[src/rtl/wdog_pkg.sv]
package wdog_pkg;
  typedef enum logic [1:0] {
    WD_EV_NONE  = 2'd0,
    WD_EV_RESET = 2'd1,
    WD_EV_WAKE  = 2'd2
  } wd_event_e;
endpackage

[src/rtl/wdog_prescaler.sv]
module wdog_prescaler #(
  parameter int SHORT_W = 5,
  parameter int LONG_W  = 7
) (
  input  logic              clk,
  input  logic              rst_n,
  input  logic              run,
  input  logic              restart,
  input  logic              tick_en,
  input  logic              long_sel,
  output logic [LONG_W-1:0] count,
  output logic              wrap
);
  localparam logic [LONG_W-1:0] LONG_MAX  = {LONG_W{1'b1}};
  localparam logic [LONG_W-1:0] SHORT_MAX = {{(LONG_W-SHORT_W){1'b0}}, {SHORT_W{1'b1}}};

  logic [LONG_W-1:0] cnt_q, cnt_d, limit;

  always_comb begin
    limit = long_sel ? LONG_MAX : SHORT_MAX;
    wrap  = run & tick_en & (cnt_q == limit);
    cnt_d = cnt_q;
    if (!run || restart) begin
      cnt_d = '0;
    end else if (tick_en) begin
      cnt_d = wrap ? '0 : cnt_q + 1'b1;
    end
  end

  always_ff @(posedge clk or negedge rst_n) begin
    if (!rst_n) cnt_q <= '0;
    else        cnt_q <= cnt_d;
  end

  assign count = cnt_q;
endmodule

[src/rtl/wdog_postscaler.sv]
module wdog_postscaler #(
  parameter int SEL_W = 4
) (
  input  logic                      clk,
  input  logic                      rst_n,
  input  logic                      run,
  input  logic                      restart,
  input  logic                      step,
  input  logic [SEL_W-1:0]          sel,
  output logic [(1<<SEL_W)-2:0]     count,
  output logic                      ovf
);
  localparam int CNT_W = (1 << SEL_W) - 1;

  logic [CNT_W-1:0] cnt_q, cnt_d, term;

  always_comb begin
    term  = ~({CNT_W{1'b1}} << sel);
    ovf   = step & (cnt_q == term);
    cnt_d = cnt_q;
    if (!run || restart) begin
      cnt_d = '0;
    end else if (step) begin
      cnt_d = ovf ? '0 : cnt_q + 1'b1;
    end
  end

  always_ff @(posedge clk or negedge rst_n) begin
    if (!rst_n) cnt_q <= '0;
    else        cnt_q <= cnt_d;
  end

  assign count = cnt_q;
endmodule

[src/rtl/wdog_window_cmp.sv]
module wdog_window_cmp #(
  parameter int SHORT_W = 5,
  parameter int LONG_W  = 7,
  parameter int SEL_W   = 4
) (
  input  logic [LONG_W-1:0]         pre_cnt,
  input  logic [(1<<SEL_W)-2:0]     post_cnt,
  input  logic                      long_sel,
  input  logic [SEL_W-1:0]          sel,
  output logic                      open
);
  localparam int CNT_W = (1 << SEL_W) - 1;
  localparam int POS_W = CNT_W + LONG_W;

  logic [POS_W-1:0] pos, thresh;
  logic [7:0]       shamt;

  // Elapsed ticks = post * P + pre; window opens at 3/4 of P * 2^N.
  always_comb begin
    if (long_sel) begin
      pos   = (POS_W'(post_cnt) << LONG_W) | POS_W'(pre_cnt);
      shamt = 8'(sel) + 8'(LONG_W - 2);
    end else begin
      pos   = (POS_W'(post_cnt) << SHORT_W) | POS_W'(pre_cnt[SHORT_W-1:0]);
      shamt = 8'(sel) + 8'(SHORT_W - 2);
    end
    thresh = POS_W'(3) << shamt;
    open   = (pos >= thresh);
  end
endmodule

[src/rtl/wdog_window.sv]
module wdog_window
  import wdog_pkg::*;
#(
  parameter int SHORT_W = 5,
  parameter int LONG_W  = 7,
  parameter int SEL_W   = 4
) (
  input  logic             clk,
  input  logic             rst_n,
  input  logic             tick_en,
  input  logic             cfg_hw_en,
  input  logic             cfg_long_pre,
  input  logic [SEL_W-1:0] cfg_post_sel,
  input  logic             cfg_win_off,
  input  logic             sw_en_we,
  input  logic             sw_en_wdata,
  input  logic             kick,
  input  logic             sleep_enter,
  input  logic             sleep_active,
  input  logic             clk_switch,
  input  logic             flag_clr,
  output logic             wdt_rst,
  output logic             wdt_wake,
  output logic             to_flag
);
  localparam int CNT_W = (1 << SEL_W) - 1;

  logic              run, restart, fault, win_open;
  logic              pre_wrap, post_ovf;
  logic [LONG_W-1:0] pre_cnt;
  logic [CNT_W-1:0]  post_cnt;
  wd_event_e         ev;

  logic sw_en_q, sw_en_d;
  logic rst_q, rst_d, wake_q, wake_d, flag_q, flag_d;

  wdog_prescaler #(.SHORT_W(SHORT_W), .LONG_W(LONG_W)) i_pre (
    .clk(clk), .rst_n(rst_n), .run(run), .restart(restart),
    .tick_en(tick_en), .long_sel(cfg_long_pre),
    .count(pre_cnt), .wrap(pre_wrap)
  );

  wdog_postscaler #(.SEL_W(SEL_W)) i_post (
    .clk(clk), .rst_n(rst_n), .run(run), .restart(restart),
    .step(pre_wrap), .sel(cfg_post_sel),
    .count(post_cnt), .ovf(post_ovf)
  );

  wdog_window_cmp #(.SHORT_W(SHORT_W), .LONG_W(LONG_W), .SEL_W(SEL_W)) i_win (
    .pre_cnt(pre_cnt), .post_cnt(post_cnt), .long_sel(cfg_long_pre),
    .sel(cfg_post_sel), .open(win_open)
  );

  // Next-state logic
  always_comb begin
    run     = cfg_hw_en | sw_en_q;
    restart = run & (kick | sleep_enter | clk_switch);
    fault   = run & kick & ~cfg_win_off & ~win_open;

    if (fault)                    ev = WD_EV_RESET;
    else if (post_ovf & ~restart) ev = sleep_active ? WD_EV_WAKE : WD_EV_RESET;
    else                          ev = WD_EV_NONE;

    rst_d  = (ev == WD_EV_RESET);
    wake_d = (ev == WD_EV_WAKE);
    flag_d = (ev != WD_EV_NONE) | (flag_q & ~flag_clr);

    sw_en_d = sw_en_q;
    if (rst_q)         sw_en_d = 1'b0;
    else if (sw_en_we) sw_en_d = sw_en_wdata;
  end

  // Registers
  always_ff @(posedge clk or negedge rst_n) begin
    if (!rst_n) begin
      rst_q   <= 1'b0;
      wake_q  <= 1'b0;
      flag_q  <= 1'b0;
      sw_en_q <= 1'b0;
    end else begin
      rst_q   <= rst_d;
      wake_q  <= wake_d;
      flag_q  <= flag_d;
      sw_en_q <= sw_en_d;
    end
  end

  assign wdt_rst  = rst_q;
  assign wdt_wake = wake_q;
  assign to_flag  = flag_q;
endmodule

[config.mk]
export PLATFORM = sky130hd
export DESIGN_NAME = wdog_window
export DESIGN_NICKNAME = d
export VERILOG_FILES = /design/src/rtl/wdog_pkg.sv /design/src/rtl/wdog_prescaler.sv /design/src/rtl/wdog_postscaler.sv /design/src/rtl/wdog_window_cmp.sv /design/src/rtl/wdog_window.sv
export SDC_FILE = /design/constraint.sdc
export NUM_CORES = 1
export LEC_CHECK = 0
export BUFFER_PORTS_ARGS = -buffer_cell sky130_fd_sc_hd__clkbuf_2
export CORE_MARGIN = 8
export CORE_UTILIZATION = 25
export CTS_CLUSTER_SIZE = 24
export DETAILED_ROUTE_END_ITERATION = 7
export GPL_ROUTABILITY_DRIVEN = 0
export PLACE_DENSITY_LB_ADDON = 0.3
export SLEW_MARGIN = 20
export SYNTH_ARGS = -nofsm -noshare
export SYNTH_HDL_FRONTEND = slang
export SYNTH_HIERARCHICAL = 1
export SYNTH_SLANG_ARGS = --single-unit
[constraint.sdc]
create_clock -name clk -period 2.85 [get_ports clk]
set_clock_uncertainty 0.15 [all_clocks]
set_input_delay 0.1425 -clock clk [delete_from_list [all_inputs] [get_ports clk]]
set_output_delay 0.1425 -clock clk [all_outputs]
set_load 0.005 [all_outputs]
==> results.md <==
| Quantity | Reported |
|:---|:---|
| Status | complete, no violations |
| Multi-input gate area in the final layout | 0.002100 sq mm |
| Most common cell after layout, fill and taps aside | sky130_fd_sc_hd__nand2_1 |
| Final clock period utilization by the worst path | 0.9480 |
| Number of standard cells after synthesis | 337 |
| Setup WS post-layout | 148.2 ps |
| Estimated wirelength of the detail-placed design | 5756 microns |
| Floorplan Core Area | 0.01094 sq mm |
| Max H-tree Level | 1 |
| Growth of design area from synthesis to finish | 24.30% |
| Worst slack on hold paths | 2.640 ps |
| Area after DPL | 0.003324 sq mm |
| RSZ-0062 raised after global routing | yes |
| Tightest Hold Check Type | in -> reg |
| Clock edge transition at the registers on the reported setup and hold paths | 70 ps |
| Ranking of synthesized cells by area | sky130_fd_sc_hd__dfrtp_1 23%, sky130_fd_sc_hd__ha_1 12%, sky130_fd_sc_hd__nand2_1 6.4% |
| Max Freq | 370.1 MHz |
| Number of rows created at floorplan | 38 |
| Critical path type | reg -> reg |
| Total design power | 1.144 mW |
| Crit path arrival time | 2700 ps |
| Gr ovfl total | 0 |
| Net count after synthesis | 383 |
| Commonest non-fill, non-tap cells in the layout | 48 x sky130_fd_sc_hd__nand2_1, 38 x sky130_fd_sc_hd__buf_4, 27 x sky130_fd_sc_hd__nand3_1, 27 x sky130_fd_sc_hd__ha_1, 26 x sky130_fd_sc_hd__dfrtp_1 |
| Synth cell types | 69 |
| Post-synth EDFFs | 0 |
| # clock sinks | 26 |
| Tightest slew margin relative to the limit | 0.5473 |
| Reg area | 650.6 sq um |
| Die width | 122.1 microns |
| Sequential area share after synthesis | 0.2310 |
| Proportion of layout cells with a drive suffix above 1 | 0.2839 |
| Syn. warnings | 6 |
| Final worst path period need | 2702 ps |
| Initial core utilization | 0.2576 |
| Count of input and output buffers | 19 |
| Wire length of the first global-routing pass | 12610 microns |
| Reg2Reg Setup Slack | 150 ps |
| Worst slack at placement | -135.7 ps |
| Clock tree from TritonCTS | yes |
| Number of CTS-inserted buffers | 3 |
| Static leakage power | 1.513 nW |
| Iter 0 DRT Violations | 93 |
| Worst Setup End Kind | flip-flop |
| Final layout net count | 431 |
| Ant diodes | 0 |
| WL/cell | 14.23 microns |
| Die Y | 122.1 microns |
| Area leader, netlist | sky130_fd_sc_hd__dfrtp_1 |
| Clock root buffer master | sky130_fd_sc_hd__clkbuf_16 |
| Remaining antenna violation count after routing | 0 |
| Detailed-route vias per instance | 5.025 |
| Post-Route WL | 7459 microns |
| Peak ir drop on the vdd network | 184.7 uV |
| CTS max path bufs | 2 |
| Remaining DRCs | 0 |
| PwrDens | 326.8 mW/mm^2 |
| Number of antenna violations at the first check in global routing | 0 |
| Number of filler instances in the final layout | 1148 |
| DR pass1 iterations | 4 |
| Post-route design area | 0.003501 sq mm |
| Hold Vio Cnt, Final | 0 |
| Top fanout value on the critical path | 5 |
| Largest net degree at the start of global routing | 27 |
| Worst skew pair latency | 260 ps |
| Final max-slew violation count | 0 |
| Total of flip-flops plus latches after synthesis | 26 |
| Asr flop ratio synth | 1.000 |
| Number of global-route vias before repair | 2549 |
| Portion of synthesized cell area occupied by the leading cell type | 0.2310 |
| Total vias in the final route | 2633 |
| Total die area | 0.01492 sq mm |
| Final setup violation count | 0 |
| Overall track demand over capacity in global routing | 0.1031 |
| Reported max-cap violation count | 0 |
| Mapped cell area | 0.002816 sq mm |
| Required time of the critical path | 2840 ps |
| Transition time of the tightest slew-check pin | 679.0 ps |
| I/O pin cnt | 20 |
| Average instance area after synthesis | 8.357 sq um |
| Startpoint type of the worst setup path | flip-flop |
| Flip-flop cell with the highest count after synthesis | sky130_fd_sc_hd__dfrtp_1 |
==> worst max-delay path, cell delays in order (launching register included) <==
cell and delay (ps):
sky130_fd_sc_hd__dfrtp_1 370, sky130_fd_sc_hd__or3_1 420, sky130_fd_sc_hd__a211oi_4 290, sky130_fd_sc_hd__o41ai_1 120, sky130_fd_sc_hd__a311oi_1 220, sky130_fd_sc_hd__nand4_1 220
sky130_fd_sc_hd__o31ai_4 280, sky130_fd_sc_hd__buf_4 190, sky130_fd_sc_hd__nor3_2 40, sky130_fd_sc_hd__a211o_1 280
==> timing repair <==
item | in CTS | in global routing
hold buffers | 3 | 0
pin swaps | 1 | 3
resized for setup | 0 | 3
setup buffers | 0 | 2
endpoints found under the setup margin | 1 | 8
endpoints found under the hold margin | 28 | 0
==> per-layer routing <==
metal / vias up / GRT usage / share of wire
li1: 1336 / - / -
met2: 59 / 0.1626 / 0.45
met5: - / 0 / 0
met4: 0 / 0.01980 / 0.0084
met1: 1230 / 0.1427 / 0.49
met3: 8 / 0.02082 / 0.051
==> cell type report <==
cell class                 count  share of cell area
inverter                      10             0.01144
multi-input combinational    283              0.5997
tap                          140             0.05004
clock inverter                 1            0.008578
timing repair buffer          61              0.1229
sequential                    26              0.1858
clock buffer                   3             0.02144
==> final timing paths <==
path | startpoint | end | cells after the start
max reg2reg | i_pre/count[5] | i_post/count[10] | 9
max | i_pre/count[5] | i_post/count[10] | 9
max in group asynchronous | rst_n | i_post/count[11] | 2
min | sw_en_we | sw_en_q | 3
min in group asynchronous | rst_n | i_pre/count[4] | 2
min reg2reg | wdt_rst | sw_en_q | 1
==> logic make-up (layout without fill, tap and decap cells) <==
family / after synthesis / in the layout / share of synthesized area
XOR/XNOR: 11 / 11 / 0.03421
flip-flops: 26 / 26 / 0.2310
multiplexers: 18 / 18 / 0.07508
AND/OR/NAND/NOR: 149 / 149 / 0.2728
buffers and inverters: 28 / 75 / 0.05064
adder cells (fa/ha/maj): 29 / 29 / 0.1315
AO/OA/AOI/OAI: 76 / 76 / 0.2048
==> cell usage after synthesis, types with 3 or more instances <==
cell                       number
sky130_fd_sc_hd__buf_1          3
sky130_fd_sc_hd__buf_2          5
sky130_fd_sc_hd__a21oi_1       20
sky130_fd_sc_hd__nor3_1         4
sky130_fd_sc_hd__xnor2_1        4
sky130_fd_sc_hd__dfrtp_1       26
sky130_fd_sc_hd__nand4_1        5
sky130_fd_sc_hd__o21ai_2        3
sky130_fd_sc_hd__xor2_1         7
sky130_fd_sc_hd__nand2b_1       4
sky130_fd_sc_hd__clkbuf_1       3
sky130_fd_sc_hd__inv_1         10
sky130_fd_sc_hd__nor2_1        20
sky130_fd_sc_hd__nand2_1       48
sky130_fd_sc_hd__nand3_1       28
sky130_fd_sc_hd__buf_4          4
sky130_fd_sc_hd__o21ai_0       13
sky130_fd_sc_hd__a211o_1        3
sky130_fd_sc_hd__nor3b_1        5
sky130_fd_sc_hd__a21o_1         5
sky130_fd_sc_hd__mux2_2        15
sky130_fd_sc_hd__o311ai_0       4
sky130_fd_sc_hd__and2_1         4
sky130_fd_sc_hd__nor4_1         4
sky130_fd_sc_hd__ha_1          28
sky130_fd_sc_hd__or3_1          5
==> state kept, by name (all words and copies together), names as in the netlist <==
name / count
i_pre/count: 7
to_flag: 1
i_post/count: 15
wdt_wake: 1
wdt_rst: 1
sw_en_q: 1
==> power breakdown <==
group | internal (mW) | total [mW] | switching, mW
combinational | 0.159 | 0.350 | 0.191
clock | 0.279 | 0.410 | 0.130
sequential | 0.377 | 0.384 | 0.00661
total | 0.816 | 1.14 | 0.328
==> per-stage QoR <==
step | TNS, ps | util | cells
2_1_floorplan | 0 | - | 337
5_1_grt | -139.7 | 0.3201 | 524
4_1_cts | 0 | 0.3164 | 522
3_5_place_dp | -278.8 | 0.3040 | 515
6_report | 0 | 0.3201 | 524
3_3_place_gp | -373.8 | 0.3040 | 515
Note: power is estimated with default switching activity, not from simulation.
